### config.mk
export PLATFORM = sky130hd
export DESIGN_NAME = csa_accum
export DESIGN_NICKNAME = d
export VERILOG_FILES = /design/src/rtl/csa_accum_pkg.sv /design/src/rtl/csa_row.sv /design/src/rtl/csa_regs.sv /design/src/rtl/cpa_stage.sv /design/src/rtl/csa_accum.sv
export SDC_FILE = /design/constraint.sdc
export NUM_CORES = 1
export LEC_CHECK = 0
export ABC_AREA = 1
export BUFFER_PORTS_ARGS = -buffer_cell sky130_fd_sc_hd__buf_2
export CELL_PAD_IN_SITES_DETAIL_PLACEMENT = 0
export CELL_PAD_IN_SITES_GLOBAL_PLACEMENT = 2
export CORE_MARGIN = 1.5
export CORE_UTILIZATION = 35
export DETAILED_ROUTE_END_ITERATION = 8
export PLACE_DENSITY = 0.74
export REMOVE_ABC_BUFFERS = 1
export SLEW_MARGIN = 20
export SYNTH_ARGS = -nofsm -noshare
export SYNTH_HDL_FRONTEND = slang
export SYNTH_SLANG_ARGS = --single-unit
export TNS_END_PERCENT = 50
### constraint.sdc
create_clock -name clk -period 6.5 [get_ports clk]
set_input_delay 0.325 -clock clk [delete_from_list [all_inputs] [get_ports clk]]
set_output_delay 0.325 -clock clk [all_outputs]
set_load 0.02 [all_outputs]
### src/rtl/csa_accum_pkg.sv
package csa_accum_pkg;

  typedef enum logic [1:0] {
    UPD_HOLD = 2'd0,
    UPD_LOAD = 2'd1,
    UPD_ADD  = 2'd2
  } upd_e;

  function automatic logic fa_sum(input logic a, input logic b, input logic c);
    return a ^ b ^ c;
  endfunction

  function automatic logic fa_carry(input logic a, input logic b, input logic c);
    return (a & b) | (a & c) | (b & c);
  endfunction

endpackage

### src/rtl/csa_row.sv
module csa_row #(
  parameter int GW = 12
) (
  input  logic [GW-1:0] s_i,
  input  logic [GW-1:0] c_i,
  input  logic [GW-1:0] a_i,
  output logic [GW-1:0] s_o,
  output logic [GW-1:0] c_o,
  output logic          top_co_o
);
  import csa_accum_pkg::*;

  logic [GW-1:0] co_w;

  for (genvar i = 0; i < GW; i++) begin : g_digit
    assign s_o[i]  = fa_sum(s_i[i], c_i[i], a_i[i]);
    assign co_w[i] = fa_carry(s_i[i], c_i[i], a_i[i]);
  end

  assign c_o      = {co_w[GW-2:0], 1'b0};
  assign top_co_o = co_w[GW-1];
endmodule

### src/rtl/csa_regs.sv
module csa_regs #(
  parameter int W  = 8,
  parameter int GW = 12
) (
  input  logic                   clk,
  input  logic                   rst_n,
  input  csa_accum_pkg::upd_e    upd_i,
  input  logic [W-1:0]           op_i,
  input  logic [GW-1:0]          row_s_i,
  input  logic [GW-1:0]          row_c_i,
  output logic [GW-1:0]          sum_q,
  output logic [GW-1:0]          carry_q
);
  import csa_accum_pkg::*;

  localparam int XW = GW - W;

  always_ff @(posedge clk or negedge rst_n) begin
    if (!rst_n) begin
      sum_q   <= '0;
      carry_q <= '0;
    end else begin
      case (upd_i)
        UPD_LOAD: begin
          sum_q   <= {{XW{1'b0}}, op_i};
          carry_q <= '0;
        end
        UPD_ADD: begin
          sum_q   <= row_s_i;
          carry_q <= row_c_i;
        end
        default: ;
      endcase
    end
  end
endmodule

### src/rtl/cpa_stage.sv
module cpa_stage #(
  parameter int GW = 12
) (
  input  logic          clk,
  input  logic          rst_n,
  input  logic          fin_i,
  input  logic [GW-1:0] a_i,
  input  logic [GW-1:0] b_i,
  output logic [GW-1:0] res_o,
  output logic          valid_o
);
  import csa_accum_pkg::*;

  function automatic logic [GW-1:0] cpa_add(input logic [GW-1:0] a, input logic [GW-1:0] b);
    logic [GW-1:0] r;
    logic c;
    c = 1'b0;
    for (int i = 0; i < GW; i++) begin
      r[i] = fa_sum(a[i], b[i], c);
      c    = fa_carry(a[i], b[i], c);
    end
    return r;
  endfunction

  logic [GW-1:0] a_q, b_q;
  logic          pend_q;

  always_ff @(posedge clk or negedge rst_n) begin
    if (!rst_n) begin
      a_q     <= '0;
      b_q     <= '0;
      pend_q  <= 1'b0;
      res_o   <= '0;
      valid_o <= 1'b0;
    end else begin
      pend_q  <= fin_i;
      valid_o <= pend_q;
      if (fin_i) begin
        a_q <= a_i;
        b_q <= b_i;
      end
      if (pend_q) res_o <= cpa_add(a_q, b_q);
    end
  end
endmodule

### src/rtl/csa_accum.sv
module csa_accum #(
  parameter int W       = 8,
  parameter int MAX_OPS = 16
) (
  input  logic                              clk,
  input  logic                              rst_n,
  input  logic                              load_i,
  input  logic                              add_i,
  input  logic                              fin_i,
  input  logic [W-1:0]                      op_i,
  output logic [W+$clog2(MAX_OPS)-1:0]      res_o,
  output logic                              res_valid_o
);
  import csa_accum_pkg::*;

  localparam int GW = W + $clog2(MAX_OPS);
  localparam int XW = GW - W;
  localparam int CW = $clog2(MAX_OPS + 2);

  upd_e          upd_w;
  logic [GW-1:0] sum_q, carry_q;
  logic [GW-1:0] row_s_w, row_c_w, op_ext_w;
  logic          top_co_w;

  always_comb begin
    if (load_i)     upd_w = UPD_LOAD;
    else if (add_i) upd_w = UPD_ADD;
    else            upd_w = UPD_HOLD;
  end

  assign op_ext_w = {{XW{1'b0}}, op_i};

  csa_row #(.GW(GW)) u_row (
    .s_i(sum_q), .c_i(carry_q), .a_i(op_ext_w),
    .s_o(row_s_w), .c_o(row_c_w), .top_co_o(top_co_w)
  );

  csa_regs #(.W(W), .GW(GW)) u_regs (
    .clk(clk), .rst_n(rst_n), .upd_i(upd_w), .op_i(op_i),
    .row_s_i(row_s_w), .row_c_i(row_c_w),
    .sum_q(sum_q), .carry_q(carry_q)
  );

  cpa_stage #(.GW(GW)) u_cpa (
    .clk(clk), .rst_n(rst_n), .fin_i(fin_i),
    .a_i(sum_q), .b_i(carry_q),
    .res_o(res_o), .valid_o(res_valid_o)
  );

  // Observation wires for the checks below
  logic [GW-1:0] tot_w, tot_plus_w;
  logic [CW-1:0] nops_q;
  logic          add_evt_w, load_evt_w;

  assign tot_w      = sum_q + carry_q;
  assign tot_plus_w = tot_w + op_ext_w;
  assign add_evt_w  = (upd_w == UPD_ADD);
  assign load_evt_w = (upd_w == UPD_LOAD);

  always_ff @(posedge clk or negedge rst_n) begin
    if (!rst_n)                                 nops_q <= '0;
    else if (load_evt_w)                        nops_q <= CW'(1);
    else if (add_evt_w && nops_q <= CW'(MAX_OPS)) nops_q <= nops_q + 1'b1;
  end

  p_load_r2: assert property (@(posedge clk) disable iff (!rst_n)
    load_evt_w |=> (carry_q == '0) && (sum_q == {{XW{1'b0}}, $past(op_i)}));

  p_carry_lsb_r3: assert property (@(posedge clk) disable iff (!rst_n)
    add_evt_w |=> carry_q[0] == 1'b0);

  p_total_r3: assert property (@(posedge clk) disable iff (!rst_n)
    add_evt_w |=> tot_w == $past(tot_plus_w));

  p_no_overflow_r8: assert property (@(posedge clk) disable iff (!rst_n)
    (add_evt_w && nops_q < CW'(MAX_OPS)) |-> !top_co_w);

  p_valid_pulse_r5: assert property (@(posedge clk) disable iff (!rst_n)
    res_valid_o |-> $past(fin_i, 2));

  p_hold_r6: assert property (@(posedge clk) disable iff (!rst_n)
    !res_valid_o |-> $stable(res_o));
endmodule

-- Word level (Yosys, flattened, before mapping)
Cells that the tools add are included.
- bits in writable memories: 0
- bits in latches: 0
- memories kept: 0
- flip-flop bits (word level): 62
- output and inout bits: 13
- ROM bits: 0
- div/mod/pow operators: 0
- shifts and indexed selects: 0
- mux-type cells: 4
- equal/unequal tests: 2
- reductions and logical operators: 1
- bitwise operators: 137
- add/subtract/negate cells: 0
- magnitude comparators: 0
- $mul: 0
- operator list (kind ; count):
    1-bit AND ; 58
    12-bit one-hot mux with 2 select lines ; 2
    1-bit XOR ; 43
    1-bit OR ; 36
    2-bit two-way mux ; 2
    2-bit by 1-bit equality test with 1-bit output (second input constant) ; 1
    2-bit equality test (second input constant) ; 1
    2-bit nonzero test ; 1

-- Logic depth before layout (Yosys ltp)
Gate-level depths: netlist of run 1.
- depth after elaboration: 32
- mapped depth: 13

-- By module
Synthesis of run 1 repeated with hierarchy kept, for this count alone.
- cell total of the unflattened synthesis: 283
- area, all modules: 3209.3 µm²
- modules (own cells, without submodules) (module ; area an instance (µm²) ; instances ; seq. area each (µm²) ; cells each):
    cpa_stage ; 1716.6 ; 1 ; 950.9 ; 125
    csa_regs ; 1227.4 ; 1 ; 600.6 ; 141
    csa_row ; 251.5 ; 1 ; 0.0 ; 14
    csa_accum ; 13.8 ; 1 ; 0.0 ; 3

-- Least setup slack after synthesis of run 1
Ideal clock, no wire load.
- path type: reg2reg
- start point: register u_cpa.b_q[1]
- end point: register u_cpa.res_o[11]
- period minus slack after synthesis: 4.990 ns
- stages on the path, launching flop included: 14
- arrival: 4.872 ns
- setup time: 0.117 ns
- path slack: 1.510 ns
- required time: 6.383 ns
- buffers on the path: 0
- cells stage by stage: dfrtp_1 -> ha_1 -> fa_1 -> fa_1 -> fa_1 -> fa_1 -> fa_1 -> fa_1 -> fa_1 -> fa_1 -> fa_1 -> nand3b_1 -> nand3_1 -> nand2_1
- word-level cells in the longest chain between the ends: 31
- elaborated cells on any way between the ends: 41
- those cells by class: bitwise: 41
- ends and longest elaborated chain (item ; RTL line ; text):
    start: declaration ; cpa_stage.sv:25 ; logic [GW-1:0] a_q, b_q;
    start signal: assignment ; cpa_stage.sv:40 ; b_q <= b_i;
    1-bit AND ; csa_accum_pkg.sv:14 ; return (a & b) | (a & c) | (b & c);
    1-bit OR ; csa_accum_pkg.sv:14 ;
    1-bit OR * ; csa_accum_pkg.sv:14 ;
    1-bit AND ; csa_accum_pkg.sv:14 ;
    1-bit OR ; csa_accum_pkg.sv:14 ;
    1-bit OR * ; csa_accum_pkg.sv:14 ;
    1-bit AND ; csa_accum_pkg.sv:14 ;
    1-bit OR ; csa_accum_pkg.sv:14 ;
    [... 15 more ...] ; n/a ;
    1-bit OR * ; csa_accum_pkg.sv:14 ;
    1-bit AND ; csa_accum_pkg.sv:14 ;
    1-bit OR ; csa_accum_pkg.sv:14 ;
    1-bit OR * ; csa_accum_pkg.sv:14 ;
    1-bit AND ; csa_accum_pkg.sv:14 ;
    1-bit OR ; csa_accum_pkg.sv:14 ;
    1-bit OR * ; csa_accum_pkg.sv:14 ;
    1-bit XOR * ; csa_accum_pkg.sv:10 ; return a ^ b ^ c;
    end signal: assignment ; cpa_stage.sv:42 ; if (pend_q) res_o <= cpa_add(a_q, b_q);
    end: declaration ; cpa_stage.sv:9 ; output logic [GW-1:0] res_o,
Mark *: on every way between the ends. The rest lies on a longest branch, timed or not.
A chain may end at the register's enable or synchronous reset.

-- Worst setup path after layout of run 1
Ends and elaborated chain as after synthesis.

==> flow_metrics.env, run 1 <==
export IMPL_h_tree_depth=3
export IMPL_core_um2=7650
export IMPL_path_common_cell="fa_1"
export IMPL_drive_above_1_share_pct=18.1
export IMPL_start_kind="register"
export IMPL_synth_edf_count=0
export IMPL_required_ns=6.73
export IMPL_fin_setup_tns_ns=0
export IMPL_routed_wl_um=5290
export IMPL_yosysMostFrequentCell="nand2_1"
export IMPL_cts_sinks=60
export IMPL_ys_warn_count=0
export IMPL_fillers=782
export IMPL_drv_slew=0
export IMPL_cts_root_buf="clkbuf_8"
export IMPL_final_setup_viol_count=0
export IMPL_critPathMaxFanout=2
export IMPL_synth_common_cells="63 x nand2_1, 60 x dfrtp_1, 28 x inv_1"
export IMPL_antenna_found_initial=0
export IMPL_synthToLayoutAreaGrowth_pct=13.3
export IMPL_critical_path_arrival_ns=5.39
export IMPL_leakage_nw=1.52
export IMPL_peakVddDrop_uv=87.2
export IMPL_crit_slowest_cell="fa_1"
export IMPL_cts_max_path_buffers=2
export IMPL_final_core_util_pct=40.4
export IMPL_status="finished clean"
export IMPL_fp_dieW_um=91.3
export IMPL_fp_dieH_um=91.3
export IMPL_first_global_vias=1808
export IMPL_tightest_slew_ns=0.759
export IMPL_rrSetupSlack_ns=1.33
export IMPL_cts_resized=0
export IMPL_ios=26
export IMPL_maxCapViolCount=0
export IMPL_worst_path_buf_inv=0
export IMPL_yosys_cell_types_count=23
export IMPL_min_period_ns=5.17
export IMPL_cts_hold_buf=0
export IMPL_relSlewSlack_pct=49.4
export IMPL_synth_top_cell_area_share_pct=55.0
export IMPL_max_freq_mhz=194
export IMPL_grt_pass1_wl_um=9180
export IMPL_ys_top_cells_by_area="dfrtp_1 55%, fa_1 12%, nand2_1 8.7%"
export IMPL_antennaDiodeCount=0
export IMPL_synth_area_per_cell_um2=10.7
export IMPL_cts_tree="done"
export IMPL_timing_rr_end="u_cpa.res_o[11]"
export IMPL_async_reset_ff_share_pct=100
export IMPL_drc=0
export IMPL_max_stage_delay_ns=0.48
export IMPL_synth_seq_area_share_pct=55.0
export IMPL_grt_max_degree=61
export IMPL_hold_viol=0
export IMPL_critPathKind="register to register"
export IMPL_synth_ff_latch_count=60
export IMPL_num_rows=32
export IMPL_post_route_period_util_pct=79.5
export IMPL_synth_area_um2=2730
export IMPL_critical_path_top_delay_family="adder cells"
export IMPL_firstDrtPassIters=4
export IMPL_clk_latency_ns=0.34
export IMPL_drtIter0Drc=66
export IMPL_yosysTopAreaCell="dfrtp_1"
export IMPL_r2r_cells=13
export IMPL_cts_setup_buffers=0
export IMPL_antenna_left=0
export IMPL_viasPerCell=4.58
export IMPL_start_util_pct=35.7
export IMPL_hpwl_um=3510
export IMPL_place_gp_congestion=0.688
export IMPL_worst_setup_path_end_kind="register"
export IMPL_dieArea_um2=8330
export IMPL_vias=1781
export IMPL_synth_top_flop_cell="dfrtp_1"
export IMPL_overflow=0
export IMPL_finalNetCount=317
export IMPL_syn_inst=256
export IMPL_clk_pin_slew_ns=0.06
export IMPL_grt_use_total_pct=14.7
export IMPL_hp_class="primary input to async pin"
export IMPL_path_cells="ha_1 > fa_1 > fa_1 > fa_1 > fa_1 > fa_1 > fa_1 > fa_1 > fa_1 > fa_1 > nand3b_1 > nand3_1 > nand2_1"
export IMPL_wire_per_inst_um=13.6
export IMPL_rsz0062_at_grt="false"
export IMPL_port_buffers=25
export IMPL_cts_buffers_inserted=9
export IMPL_fin_worst_skew_ns=0.00726
export IMPL_power_per_cell_area_nw_per_um2=289
export IMPL_reg2reg_from="u_cpa.b_q[1]"
layer usage:
metal  share of wire [%]  up-vias  track usage (%)
li1                    -      865                -
met1                  48      877             19.5
met2                  48       33             22.0
met3                 3.2        6             4.86
met4                 1.4        0             6.64
met5                   0        -                0
power breakdown:
group / switching (mW) / internal, mW / total, mW / leakage, nW
Sequential: 0.0253 / 0.416 / 0.441 / 0.762
Combinational: 0.100 / 0.0589 / 0.159 / 0.670
Clock: 0.138 / 0.156 / 0.294 / 0.0893
area by class of cell:
type	instances	area, µm²	area share (%)
Tap cell	102	128	4.13
Clock inverter	2	10.0	0.324
Timing Repair Buffer	26	133	4.29
Sequential cell	60	1500	48.6
Clock buffer	13	159	5.14
Inverter	31	116	3.77
Multi-Input combinational cell	155	1040	33.8
state kept, by name (all words and copies together) (netlist names):
register        count
u_cpa.a_q          12
u_cpa.valid_o       1
u_cpa.res_o        12
u_cpa.pend_q        1
u_cpa.b_q          11
u_regs.sum_q       12
u_regs.carry_q     11
worst max-delay path by stage:
stage                  from              end  slack [ns]  cells after the start
6_report       u_cpa.b_q[1]  u_cpa.res_o[11]        1.33                     13
5_1_grt        u_cpa.b_q[1]  u_cpa.res_o[11]        1.11                     13
4_1_cts        u_cpa.b_q[1]  u_cpa.res_o[11]        1.28                     13
3_5_place_dp   u_cpa.b_q[1]  u_cpa.res_o[11]        1.31                     13
3_3_place_gp   u_cpa.b_q[1]  u_cpa.res_o[11]        1.36                     13
2_1_floorplan  u_cpa.b_q[1]  u_cpa.res_o[11]        1.51                     13
cell families (layout without fill, tap and decap cells):
kind of cell               count (synthesis)  after routing  share of synthesized area [%]
DFF                                       60             60                           55.0
adders and majority gates                 21             21                           14.0
buffers and inverters                     41             72                           6.70
AOI/OAI and AO/OA                         43             43                           10.2
and+or+nand+nor                           88             88                           12.8
muxes                                      3              3                           1.24
stage by stage:
stage	instance area, µm²	total power, mW	hold slack [ns]	worst slack [ns]	cells
finish	3090	0.894	0.138	1.33	389
global route	3090	0.953	0.207	1.11	389
CTS	3090	0.908	0.173	1.28	389
detailed placement	2920	0.612	0.455	1.31	374
global placement	2920	0.609	0.449	1.36	374
floorplan	2660	0.548	0.0294	1.51	246
worst reg2reg max path, stage by stage (launching register included):
cell and delay (ns):
dfrtp_1 0.38, ha_1 0.23, fa_1 0.46, fa_1 0.47, fa_1 0.47, fa_1 0.46
fa_1 0.46, fa_1 0.46, fa_1 0.46, fa_1 0.48, fa_1 0.45, nand3b_1 0.17
nand3_1 0.07, nand2_1 0.05
cell usage in the layout, fill, tap and decap left out, types with 4 or more instances in the layout:
cell type  Yosys  layout
a21oi_1       18      18
buf_2          5      25
clkbuf_8       0      11
dfrtp_1       60      60
fa_1          16      16
ha_1           5       5
inv_1         28      28
nand2_1       63      63
nand3_1        4       4
nor2_1        18      18
o211ai_2       4       4
o21ai_0        5       5
o21ai_1        4       4
o22ai_1        5       5
Note: power is estimated with default switching activity, not from simulation.
==> run 2, diff against run 1 <==
- CORE_UTILIZATION: 35 -> 34
- PLACE_DENSITY: 0.74 -> 0.75
- clock period: 6.5 -> 4.7 ns (I/O delays scaled with it)
==> run 2 against run 1 <==
Worst hold slack got worse by 0.082 ns. Utilization up 0.18 points. Clock skew increased by 0.0011 ns. Cell count unchanged. Worst setup slack lost 1.2 ns. Critical path type unchanged. Largest power group unchanged. Highest routed layer unchanged.
==> flow_metrics.env, run 2 (synthesized netlist as in run 1, its figures left out) <==
export IMPL_status="finished clean"
export IMPL_grt_max_degree=61
export IMPL_fillers=783
export IMPL_r2r_cells=13
export IMPL_clk_latency_ns=0.34
export IMPL_finalPower_mw=1.29
export IMPL_multi_input_area_um2=1070
export IMPL_required_ns=4.94
export IMPL_drive_above_1_share_pct=22.3
export IMPL_ff_latch_area_um2=1500
export IMPL_sw_frac_of_total_pct=29.4
export IMPL_worst_setup_path_end_kind="register"
export IMPL_power_internal_uw=912
export IMPL_antenna_left=0
export IMPL_hpwl_um=3430
export IMPL_critPathLaunch="u_cpa.b_q[1]"
export IMPL_firstDrtPassIters=4
export IMPL_reg_top3="u_cpa.a_q (12), u_cpa.res_o (12), u_regs.sum_q (12)"
export IMPL_setup_worst_path_end="u_cpa.res_o[11]"
export IMPL_max_freq_mhz=220
export IMPL_routed_wl_um=5280
export IMPL_path_common_cell="fa_2"
export IMPL_layout_common_cells="63 x nand2_1, 60 x dfrtp_1, 28 x inv_1"
export IMPL_layout_commonest_cell="nand2_1"
export IMPL_drtIter0Drc=87
export IMPL_finalNetCount=317
export IMPL_rrSetupSlack_ns=0.15
export IMPL_first_global_vias=1802
export IMPL_peakVddDrop_uv=157
export IMPL_power_per_cell_area_nw_per_um2=412
export IMPL_post_route_period_util_pct=96.9
export IMPL_synthToLayoutAreaGrowth_pct=15.0
export IMPL_p_clk_share_pct=35.3
export IMPL_grt_pass1_wl_um=9070
export IMPL_cts_sinks=60
export IMPL_final_setup_viol_count=0
export IMPL_viasPerCell=4.58
export IMPL_reg2reg_from="u_cpa.b_q[1]"
export IMPL_p_seq_share_pct=47.4
export IMPL_h_tree_depth=3
export IMPL_fp_dieH_um=92.6
export IMPL_rsz0062_at_grt="false"
export IMPL_cp_depth=13
export IMPL_clk_pin_slew_ns=0.07
export IMPL_num_rows=32
export IMPL_wire_per_inst_um=13.6
export IMPL_crit_slowest_cell="fa_2"
export IMPL_fp_dieW_um=92.6
export IMPL_antennaDiodeCount=0
export IMPL_drv_slew=0
export IMPL_overflow=0
export IMPL_cts_root_buf="clkbuf_8"
export IMPL_path_cells="ha_2 > fa_2 > fa_2 > fa_2 > fa_2 > fa_2 > fa_2 > fa_2 > fa_2 > fa_2 > nand3b_1 > nand3_1 > nand2_1"
export IMPL_final_core_util_pct=40.6
export IMPL_cts_buffers_inserted=9
export IMPL_leakage_nw=1.52
export IMPL_dieArea_um2=8570
export IMPL_hold_viol=0
export IMPL_critical_path_top_delay_family="adder cells"
export IMPL_critical_path_arrival_ns=4.79
export IMPL_tightest_slew_ns=0.768
export IMPL_max_stage_delay_ns=0.41
export IMPL_maxCapViolCount=0
export IMPL_ios=26
export IMPL_p_sw_uw=379
export IMPL_drc=0
export IMPL_port_buffers=25
export IMPL_timing_rr_end="u_cpa.res_o[11]"
export IMPL_start_kind="register"
export IMPL_cts_max_path_buffers=2
export IMPL_cts_tree="done"
export IMPL_core_um2=7730
export IMPL_hp_class="primary input to async pin"
export IMPL_antenna_found_initial=0
export IMPL_fin_worst_skew_ns=0.00838
export IMPL_place_gp_congestion=0.746
export IMPL_critPathKind="register to register"
export IMPL_relSlewSlack_pct=48.8
export IMPL_worst_path_buf_inv=0
export IMPL_grt_use_total_pct=14.4
export IMPL_min_period_ns=4.55
export IMPL_p_comb_share_pct=17.3
export IMPL_vias=1780
export IMPL_start_util_pct=35.3
export IMPL_critPathMaxFanout=2
-- run 2: cell types whose count changed in the layout (fill, tap and decap cells not counted) --
cell        before  now
ha_2             0    1
clkinv_2         2    3
clkbuf_1         2    0
bufinv_16        0    1
fa_2             0    9
ha_1             5    4
clkbuf_8        11   10
fa_1            16    7
clkinvlp_4       0    1
-- run 2: final cells by class --
type / instances / area share, %
clock buffer: 10 / 4.39
clock inverter: 5 / 1.68
inverter: 31 / 3.71
tap: 102 / 4.07
multi-input combinational: 155 / 34.1
sequential: 60 / 47.9
timing repair buffer: 26 / 4.23
-- run 2: worst min-delay path by stage --
stage	from	end	slack (ns)	cells after the start
2_1_floorplan	rst_n	u_cpa.a_q[0]	-0.06	0
3_3_place_gp	rst_n	u_regs.sum_q[5]	0.45	2
3_5_place_dp	rst_n	u_regs.sum_q[5]	0.45	2
4_1_cts	rst_n	u_regs.carry_q[7]	0.08	2
5_1_grt	rst_n	u_regs.sum_q[4]	0.12	2
6_report	rst_n	u_cpa.res_o[4]	0.06	2
-- run 2: per-layer routing --
layer / wire length (µm) / track usage [%] / vias up
met2: 2510 / 21.7 / 34
met1: 2500 / 19.3 / 866
met4: 78 / 6.54 / 0
li1: - / - / 872
met3: 192 / 3.94 / 8
met5: 0 / 0 / -
-- run 2: power groups by stage --
stage,registers [mW],logic (mW),clock network [mW]
2_1_floorplan,0.647,0.111,0
3_3_place_gp,0.619,0.222,0
3_5_place_dp,0.621,0.226,0
4_1_cts,0.613,0.230,0.467
5_1_grt,0.620,0.259,0.491
6_report,0.612,0.223,0.456
-- run 2: what timing repair did --
| action | CTS | global route |
|---|---|---|
| resized for setup | 9 | 1 |
| setup buffers | 0 | 0 |
| pin swaps | 1 | 2 |
| endpoints found under the setup margin | 2 | 1 |
| hold buffers | 0 | 0 |
-- run 2: metrics by stage --
stage	area [µm²]	worst slack (ns)	setup TNS (ns)	hold WS, ns	instances
2_1_floorplan	2660	-0.293	-0.479	-0.0606	246
3_3_place_gp	2920	-0.477	-0.839	0.448	374
3_5_place_dp	2920	-0.549	-0.965	0.451	374
4_1_cts	3130	0.0195	0	0.0826	389
5_1_grt	3140	0.0354	0	0.119	389
6_report	3140	0.148	0	0.0563	389
==> run 3, diff against run 2 <==
- BUFFER_PORTS_ARGS: -buffer_cell sky130_fd_sc_hd__buf_2 -> default
- CORE_UTILIZATION: 34 -> 35
- DONT_BUFFER_PORTS: default -> 1
- PLACE_DENSITY: 0.75 -> 0.72
==> run 3 against run 2 <==
Sequential power up 6.2%. Die area down 2.8%. First-iteration DRC count unchanged. Routed wire length up 3.1%. Sequential cell count unchanged. Clock-buffer cell count up 3. Via count down 4.6%. Utilization up 0.44 points. Cell count down 5.4%. Critical path depth unchanged. Critical path type unchanged. Largest power group unchanged.
==> flow_metrics.env, run 3 (synthesized netlist as in run 1, its figures left out) <==
export IMPL_rsz0062_at_grt="false"
export IMPL_num_rows=32
export IMPL_place_gp_congestion=0.758
export IMPL_clk_latency_ns=0.33
export IMPL_antennaDiodeCount=0
export IMPL_crit_slowest_cell="fa_2"
export IMPL_fillers=769
export IMPL_ios=26
export IMPL_drc=0
export IMPL_r2r_cells=13
export IMPL_fin_setup_tns_ns=0
export IMPL_port_buffers=0
export IMPL_worst_setup_path_end_kind="register"
export IMPL_drive_above_1_share_pct=15.4
export IMPL_leakage_nw=1.47
export IMPL_reg2reg_from="u_cpa.b_q[1]"
export IMPL_rrSetupSlack_ns=0.21
export IMPL_critPathLaunch="u_cpa.b_q[1]"
export IMPL_grt_use_total_pct=14.9
export IMPL_critical_path_top_delay_family="adder cells"
export IMPL_hold_viol=0
export IMPL_hold_end="u_regs.sum_q[5]"
export IMPL_drtIter0Drc=87
export IMPL_vias=1698
export IMPL_max_freq_mhz=223
export IMPL_worst_path_buf_inv=0
export IMPL_required_ns=4.93
export IMPL_overflow=0
export IMPL_post_route_period_util_pct=95.4
export IMPL_dpl_worst_slack_ns=-0.502
export IMPL_final_setup_viol_count=0
export IMPL_path_common_cell="fa_2"
export IMPL_hold_start="op_i[5]"
export IMPL_cts_tree="done"
export IMPL_min_period_ns=4.49
export IMPL_tightest_slew_ns=0.829
export IMPL_cts_buffers_inserted=9
export IMPL_grt_pass1_wl_um=9240
export IMPL_clk_pin_slew_ns=0.07
export IMPL_maxCapViolCount=0
export IMPL_firstDrtPassIters=4
export IMPL_timing_rr_end="u_cpa.res_o[11]"
export IMPL_drv_slew=0
export IMPL_critPathMaxFanout=2
export IMPL_hold_depth=2
export IMPL_power_per_cell_area_nw_per_um2=452
export IMPL_cts_root_buf="clkbuf_8"
export IMPL_finalNetCount=295
export IMPL_core_um2=7650
export IMPL_wire_per_inst_um=14.8
export IMPL_fp_dieH_um=91.3
export IMPL_relSlewSlack_pct=44.6
export IMPL_fin_worst_skew_ns=0.00569
export IMPL_grt_max_degree=61
export IMPL_first_global_vias=1794
export IMPL_critPathKind="register to register"
export IMPL_finalPower_mw=1.42
export IMPL_start_util_pct=35.7
export IMPL_viasPerCell=4.61
export IMPL_layout_common_cells="63 x nand2_1, 60 x dfrtp_1, 28 x inv_1"
export IMPL_synthToLayoutAreaGrowth_pct=15.0
export IMPL_cts_sinks=60
export IMPL_peakVddDrop_uv=189
export IMPL_reg_top3="u_cpa.a_q (12), u_cpa.res_o (12), u_regs.sum_q (12)"
export IMPL_path_cells="ha_2 > fa_2 > fa_2 > fa_2 > fa_2 > fa_2 > fa_2 > fa_2 > fa_2 > fa_2 > nand3b_1 > nand3_1 > nand2_1"
export IMPL_worst_slack_ns=0.215
export IMPL_fp_dieW_um=91.3
export IMPL_h_tree_depth=3
export IMPL_antenna_found_initial=0
export IMPL_status="finished clean"
export IMPL_routed_wl_um=5440
export IMPL_start_kind="register"
export IMPL_hp_class="primary input to register"
export IMPL_hpwl_um=3460
export IMPL_cts_max_path_buffers=2
export IMPL_critical_path_arrival_ns=4.71
export IMPL_layout_commonest_cell="nand2_1"
export IMPL_antenna_left=0
export IMPL_max_stage_delay_ns=0.41
export IMPL_dieArea_um2=8330
==> run 3: cell types whose count changed in the layout (fill, tap and decap cells not counted) <==
| cell | before | now |
|---|---|---|
| buf_2 | 25 | 0 |
| clkinvlp_4 | 1 | 0 |
| buf_16 | 0 | 1 |
| clkbuf_8 | 10 | 13 |
| clkinv_2 | 3 | 0 |
| dlygate4sd3_1 | 0 | 2 |
| bufinv_16 | 1 | 3 |
==> run 3: what timing repair did <==
action / 4_1_cts / 5_1_grt
setup endpoints to repair: 2 / 2
setup buffers: 0 / 0
hold endpoints to repair: 81 / 0
resized for setup: 8 / 2
pin swaps: 1 / 3
hold buffers: 3 / 0
==> run 3: routing by layer <==
metal	up-vias	track usage, %	routed length, µm
met4	0	9.38	142
met1	837	19.5	2530
li1	821	-	-
met3	12	3.52	230
met2	28	22.3	2540
met5	-	0	0
==> run 3: worst register-to-register path: stages (launching register included) <==
cell and delay [ns]:
dfrtp_1 0.39, ha_2 0.20, fa_2 0.39, fa_2 0.36
fa_2 0.41, fa_2 0.40, fa_2 0.41, fa_2 0.39
fa_2 0.36, fa_2 0.40, fa_2 0.39, nand3b_1 0.16
nand3_1 0.07, nand2_1 0.05
==> run 3: worst max-delay path by stage <==
| stage | endpoint | cells past startpoint |
|---|---|---|
| 2_1_floorplan | u_cpa.res_o[11] | 13 |
| 3_3_place_gp | u_cpa.res_o[11] | 13 |
| 3_5_place_dp | u_cpa.res_o[11] | 13 |
| 4_1_cts | u_cpa.res_o[11] | 13 |
| 5_1_grt | u_cpa.res_o[11] | 13 |
| 6_report | u_cpa.res_o[11] | 13 |
==> run 3: per-stage QoR <==
step	hold WS, ns	std cells	utilization [%]	instance area, µm²
2_1_floorplan	-0.0606	246	-	2660
3_3_place_gp	-0.0594	349	36.6	2800
3_5_place_dp	-0.0590	349	36.6	2800
4_1_cts	0.00677	368	41.0	3130
5_1_grt	0.0167	368	41.0	3140
6_report	0.0211	368	41.0	3140
==> run 3: area by class of cell <==
class	count	area, µm²	share of cell area (%)
multi-input cells	155	1070	34.1
clock buffers	13	179	5.70
clock inverters	3	90.1	2.87
repair buffers	4	55.1	1.75
flip-flops and latches	60	1500	47.8
well taps	102	128	4.07
inverters	31	116	3.71
==> run 3: power by group <==
group	total (mW)	internal, mW	switching [mW]
sequential	0.650	0.574	0.0751
clock	0.612	0.411	0.201
combinational	0.158	0.0675	0.0901
